$ cat src/rtl/sfs_pkg.sv
package sfs_pkg;
   typedef enum logic [3:0] {
      SFS_NOP     = 4'd0,
      SFS_SET_R   = 4'd1,
      SFS_SET_L   = 4'd2,
      SFS_SET_BL  = 4'd3,
      SFS_SET_BB  = 4'd4,
      SFS_SET_IMM = 4'd5,
      SFS_FUNNEL  = 4'd8,
      SFS_SRL     = 4'd9,
      SFS_SRA     = 4'd10,
      SFS_SLL     = 4'd11
   } sfs_op_e;

   function automatic logic sfs_is_setup(input logic [3:0] code);
      return (code >= 4'd1) && (code <= 4'd5);
   endfunction
endpackage

$ cat src/rtl/sfs_sar_unit.sv
module sfs_sar_unit
   import sfs_pkg::*;
#(
   parameter int DATA_W = 32,
   parameter int AMT_W  = 5,
   parameter int SAR_W  = 6
) (
   input  logic              clk,
   input  logic              rst_n,
   input  sfs_op_e           op,
   input  logic [DATA_W-1:0] opnd,
   input  logic [AMT_W-2:0]  imm_lo,
   input  logic              imm_hi,
   input  logic              wr_en,
   input  logic [DATA_W-1:0] wr_data,
   output logic [SAR_W-1:0]  sar_q
);
   localparam logic [SAR_W-1:0] FULL = SAR_W'(DATA_W);

   logic [DATA_W-1:0] byte_scaled;
   logic [AMT_W-1:0]  byte_amt;
   logic [SAR_W-1:0]  sar_nxt;
   logic              load;

   assign byte_scaled = opnd << 3;
   assign byte_amt    = byte_scaled[AMT_W-1:0];

   always_comb begin
      load    = 1'b1;
      sar_nxt = sar_q;
      unique case (op)
         SFS_SET_R:   sar_nxt = {1'b0, opnd[AMT_W-1:0]};
         SFS_SET_L:   sar_nxt = FULL - {1'b0, opnd[AMT_W-1:0]};
         SFS_SET_BL:  sar_nxt = {1'b0, byte_amt};
         SFS_SET_BB:  sar_nxt = FULL - {1'b0, byte_amt};
         SFS_SET_IMM: sar_nxt = {1'b0, imm_hi, imm_lo};
         default:     load    = 1'b0;
      endcase
      if (wr_en) begin
         load    = 1'b1;
         sar_nxt = wr_data[SAR_W-1:0];
      end
   end

   always_ff @(posedge clk or negedge rst_n) begin
      if (!rst_n)    sar_q <= '0;
      else if (load) sar_q <= sar_nxt;
   end
endmodule

$ cat src/rtl/sfs_operand_prep.sv
module sfs_operand_prep
   import sfs_pkg::*;
#(
   parameter int DATA_W = 32,
   parameter int SAR_W  = 6
) (
   input  sfs_op_e             op,
   input  logic [DATA_W-1:0]   opnd_hi,
   input  logic [DATA_W-1:0]   opnd_lo,
   input  logic [SAR_W-1:0]    sar,
   output logic [2*DATA_W-1:0] vec,
   output logic                fill,
   output logic                force_zero
);
   localparam logic [SAR_W-1:0] FULL = SAR_W'(DATA_W);

   always_comb begin
      vec        = '0;
      fill       = 1'b0;
      force_zero = 1'b0;
      unique case (op)
         SFS_FUNNEL: vec = {opnd_hi, opnd_lo};
         SFS_SRL:    vec = {{DATA_W{1'b0}}, opnd_lo};
         SFS_SRA: begin
            vec  = {{DATA_W{opnd_lo[DATA_W-1]}}, opnd_lo};
            fill = opnd_lo[DATA_W-1];
         end
         SFS_SLL: begin
            vec        = {opnd_hi, {DATA_W{1'b0}}};
            force_zero = (sar > FULL);
         end
         default: force_zero = 1'b1;
      endcase
   end
endmodule

$ cat src/rtl/sfs_right_shifter.sv
module sfs_right_shifter #(
   parameter int VEC_W      = 64,
   parameter int AMT_W      = 6,
   parameter bit LOG_STAGES = 1'b1
) (
   input  logic [VEC_W-1:0] vec_in,
   input  logic             fill,
   input  logic [AMT_W-1:0] amt,
   output logic [VEC_W-1:0] vec_out
);
   generate
      if (LOG_STAGES) begin : g_log
         logic [VEC_W-1:0] stage [AMT_W+1];
         assign stage[0] = vec_in;
         for (genvar k = 0; k < AMT_W; k++) begin : g_stage
            localparam int STEP = 1 << k;
            assign stage[k+1] = amt[k] ? {{STEP{fill}}, stage[k][VEC_W-1:STEP]}
                                       : stage[k];
         end
         assign vec_out = stage[AMT_W];
      end else begin : g_beh
         logic signed [VEC_W:0] ext;
         logic signed [VEC_W:0] moved;
         assign ext     = {fill, vec_in};
         assign moved   = ext >>> amt;
         assign vec_out = moved[VEC_W-1:0];
      end
   endgenerate
endmodule

$ cat src/rtl/sar_funnel_shifter.sv
module sar_funnel_shifter
   import sfs_pkg::*;
#(
   parameter int  DATA_W     = 32,
   parameter bit  LOG_STAGES = 1'b1,
   localparam int AMT_W      = $clog2(DATA_W),
   localparam int SAR_W      = AMT_W + 1
) (
   input  logic              clk,
   input  logic              rst_n,
   input  logic [3:0]        op_code,
   input  logic [DATA_W-1:0] opnd_hi,
   input  logic [DATA_W-1:0] opnd_lo,
   input  logic [AMT_W-2:0]  imm_lo,
   input  logic              imm_hi,
   input  logic              sar_wr_en,
   input  logic [DATA_W-1:0] sar_wr_data,
   output logic [DATA_W-1:0] result,
   output logic [SAR_W-1:0]  sar_out
);
   localparam int VEC_W = 2 * DATA_W;

   generate
      if (DATA_W < 16 || (DATA_W & (DATA_W - 1)) != 0) begin : g_bad_width
         $error("sar_funnel_shifter: DATA_W must be a power of two of at least 16");
      end
   endgenerate

   sfs_op_e          op;
   logic [VEC_W-1:0] vec;
   logic [VEC_W-1:0] shifted;
   logic             fill;
   logic             force_zero;
   logic [SAR_W-1:0] sar_q;

   assign op = sfs_op_e'(op_code);

   sfs_sar_unit #(.DATA_W(DATA_W), .AMT_W(AMT_W), .SAR_W(SAR_W)) u_sar (
      .clk     (clk),
      .rst_n   (rst_n),
      .op      (op),
      .opnd    (opnd_hi),
      .imm_lo  (imm_lo),
      .imm_hi  (imm_hi),
      .wr_en   (sar_wr_en),
      .wr_data (sar_wr_data),
      .sar_q   (sar_q)
   );

   sfs_operand_prep #(.DATA_W(DATA_W), .SAR_W(SAR_W)) u_prep (
      .op         (op),
      .opnd_hi    (opnd_hi),
      .opnd_lo    (opnd_lo),
      .sar        (sar_q),
      .vec        (vec),
      .fill       (fill),
      .force_zero (force_zero)
   );

   sfs_right_shifter #(.VEC_W(VEC_W), .AMT_W(SAR_W), .LOG_STAGES(LOG_STAGES)) u_shift (
      .vec_in  (vec),
      .fill    (fill),
      .amt     (sar_q),
      .vec_out (shifted)
   );

   assign result  = force_zero ? '0 : shifted[DATA_W-1:0];
   assign sar_out = sar_q;
endmodule

$ cat config.mk
export PLATFORM = sky130hd
export DESIGN_NAME = sar_funnel_shifter
export DESIGN_NICKNAME = d
export VERILOG_FILES = /design/src/rtl/sfs_pkg.sv /design/src/rtl/sfs_sar_unit.sv /design/src/rtl/sfs_operand_prep.sv /design/src/rtl/sfs_right_shifter.sv /design/src/rtl/sar_funnel_shifter.sv
export SDC_FILE = /design/constraint.sdc
export NUM_CORES = 1
export LEC_CHECK = 0
export BUFFER_PORTS_ARGS = -buffer_cell sky130_fd_sc_hd__buf_2
export CAP_MARGIN = 20
export CORE_ASPECT_RATIO = 0.5
export CORE_MARGIN = 1.5
export CORE_UTILIZATION = 25
export DETAILED_ROUTE_END_ITERATION = 6
export PLACE_DENSITY = 0.54
export SKIP_LAST_GASP = 1
export SYNTH_ARGS = -nofsm -noshare
export SYNTH_HDL_FRONTEND = slang
export SYNTH_SLANG_ARGS = --single-unit
export TNS_END_PERCENT = 100
$ cat constraint.sdc
create_clock -name clk -period 3.3 [get_ports clk]
set_clock_uncertainty 0.15 [all_clocks]
set_input_delay 0.165 -clock clk [delete_from_list [all_inputs] [get_ports clk]]
set_output_delay 0.165 -clock clk [all_outputs]
set_load 0.01 [all_outputs]
==> flow_summary.toml <==
[pwr]
p_per_area_nw_per_um2 = 270
power.switching_mw = 1.10
p_clk_share_pct = 10.0
ir_worst_vdd_uv = 137
power_frac_comb_pct = 84.8
p_int_mw = 0.965
swShare_pct = 53.4
leakagePower_nw = 3.07
power_frac_seq_pct = 5.2

[place]
dp.cells = 1226
dp_hpwl_um = 22700
pre_cts_slack_ns = -0.0709
io_buffers = 119
routabilityCongestion = 0.966

[synth]
yosys_warnings = 0
yosysTopAreaCellShare_pct = 17.2
yosysMostFrequentCell = "nand2_1"
synthesis.nets = 922
synth_cell_types = 76
synth_commonest_cells = "98 x nand2_1, 57 x nor2_1, 50 x a21oi_1"
ys_ff_latch = 6
yosys.area.top_type = "mux4_2"
synth.area.top_cells = "mux4_2 17%, mux2i_1 7.6%, mux2_2 6.3%"
ys.flop_type = "dfrtp_1"
synthArstFlopShare_pct = 100
seq_area_frac_synth_pct = 2.54
netlist_area_um2 = 5900
synth_edf_count = 0
synthCells = 813
syn_area_per_cell_um2 = 7.26

[timing]
fin_crit_sh_pct = 101
slew_headroom_pct = 43.4
setup_viol = 6
grt_setup_unrepaired = "true"
worst_slack_ns = -0.0285
period_needed_ns = 3.33
finalMaxSlewViolations = 0
hold_viol = 0
max_freq_mhz = 300
fin_setup_tns_ns = -0.0978
worst_pin_slew_ns = 0.839

[floorplanning]
core_um2 = 23000
rows = 39
ioPinCount = 146
die_w_um = 220
fp.dieH_um = 112
start_util_pct = 25.7
dieArea_um2 = 24600

[finish]
seqCellArea_um2 = 159
largest_reg_flops = 6
insertedDiodeCount = 0
top_regs = "u_sar.sar_q: 6 flops"
areaGrowthSynthToFinish_pct = 29.7
multi_input_area_um2 = 5650
finalNetCount = 1042
final_cell_count_no_fill = 1239
num-fill-cells = 2433
fin_util_pct = 33.3
drive_gt1_share_pct = 38.4
top_register = "u_sar.sar_q"

[setup_path]
path_buf_inv = 2
slowest_delay_ns = 0.50
critPathKind = "reg2out"
end_kind = "output pin"
crit_family = "compound AO/OA/AOI/OAI gates"
crit_path_cell_trace = "or3b_4 -> buf_8 -> a221oi_1 -> a211oi_2 -> mux2i_1 -> mux2_2 -> o21ai_0 -> a2111oi_2 -> buf_2"
slowest_stage = "dfrtp_4"
ff2ff_path_depth = 2
required_ns = 2.98
crit_cells = 9
worst-path-max-fanout = 8
worst_setup_path_start_kind = "register"
crit_arrival_ns = 3.01

[clocking]
clock_sinks = 6
root_buffer = "clkbuf_16"
cts_buffer_depth = 2
numCtsBuffers = 3
clkLatencyLatePin_ns = 0.23
path_clk_slew_ns = 0.04
tritoncts = "built"
htreeDepth = 1

[routing]
drt_wl_total_um = 28800
drt-pass1-iter-count = 7
vias = 7701
via_per_inst = 6.22
ant_nets = 0
drt-initial-drc-count = 974
wire_per_inst_um = 23.3
drc = 0

[grt]
grt_pass1_wl_um = 43400
grt_max_degree = 69
grtUsageTotal_pct = 22.7
grt_pass1_vias = 7126
gr-total-overflow = 0
antenna_found_initial = 0

[flow_run]
cap_violations = 0

[worst_hold_path]
hold_path_class = "in2reg"
hold_depth = 3

[outcome]
failed_checks = "negative setup slack"
status = "finished, violations left"
logic make-up after synthesis:
logic type / after synthesis / synth area share [%]
DFF: 6 / 2.54
muxes: 123 / 31.1
xor gates and xnor gates: 5 / 0.869
buffers and inverters: 103 / 7.65
AOI/OAI and AO/OA: 273 / 33.0
adders and majority gates: 1 / 0.212
and+or+nand+nor: 302 / 24.7
worst reg2reg max path: cells and delay by family, from the launching register on:
kind,cells,cell delay [ns]
DFF,1,0.42
buffers and inverters,1,0.42
AOI/OAI and AO/OA,1,0.14
final timing paths:
check                                     from             end  slack [ns]
worst max-delay path            u_sar.sar_q[1]      result[23]       -0.03
worst min-delay path            sar_wr_data[0]  u_sar.sar_q[0]        0.08
worst max register to register  u_sar.sar_q[2]  u_sar.sar_q[2]        2.01
worst min register to register  u_sar.sar_q[0]  u_sar.sar_q[0]        0.44
max in group asynchronous                rst_n  u_sar.sar_q[1]        2.68
min in group asynchronous                rst_n  u_sar.sar_q[3]        0.15
metal layers:
metal / vias up / track usage [%] / share of wire (%)
met2: 395 / 33.1 / 42
met4: 0 / 6.35 / 2.6
met5: - / 0 / 0
met1: 3809 / 34.0 / 46
li1: 3454 / - / -
met3: 43 / 3.55 / 8.8
cell type report:
type | instances | share of cell area [%]
Tap cell | 307 | 5.02
Timing Repair Buffer | 205 | 17.5
Multi-Input combinational cell | 704 | 73.8
Sequential cell | 6 | 2.07
Clock buffer | 4 | 1.03
Inverter | 13 | 0.637
layout by cell type (no fill, tap or decap), types with 7 or more instances in the layout:
master and instances:
a211oi_1 11, a21o_1 11, a21oi_1 47, a221o_1 8, a221oi_1 11, a22oi_1 7, a31oi_1 9, a32oi_1 7
and3_1 8, buf_2 119, buf_4 76, inv_1 10, mux2_2 30, mux2i_1 40, mux4_2 45, nand2_1 96
nand2b_1 20, nand3_1 35, nor2_1 57, nor3_1 24, o211ai_1 14, o21ai_0 39, o22ai_1 15, o31ai_1 7
metrics by stage:
stage / instance area (µm²) / total power [mW] / hold WS (ns)
6_report: 7660 / 2.07 / 0.0832
4_1_cts: 7470 / 1.98 / 0.0856
2_1_floorplan: 5900 / 1.16 / -0.281
3_5_place_dp: 7120 / 1.71 / -0.145
3_3_place_gp: 7120 / 1.71 / -0.143
5_1_grt: 7660 / 2.18 / 0.104
power by group through the flow:
| stage | clock network, mW | logic, mW | registers (mW) |
|---|---|---|---|
| after floorplan | 0 | 1.06 | 0.0954 |
| after global placement | 0 | 1.60 | 0.107 |
| after detailed placement | 0 | 1.60 | 0.108 |
| after CTS | 0.208 | 1.67 | 0.108 |
| after global routing | 0.215 | 1.86 | 0.110 |
| final | 0.206 | 1.76 | 0.109 |
what timing repair did:
action | CTS | global route
pin swaps | 11 | 11
resized for setup | 43 | 36
setup endpoints to repair | 26 | 28
gates cloned | 0 | 0
hold buffers | 1 | 0
endpoints found under the hold margin | 6 | 0
buffers inserted | 8 | 0
Power figures use the tool's default switching activity.
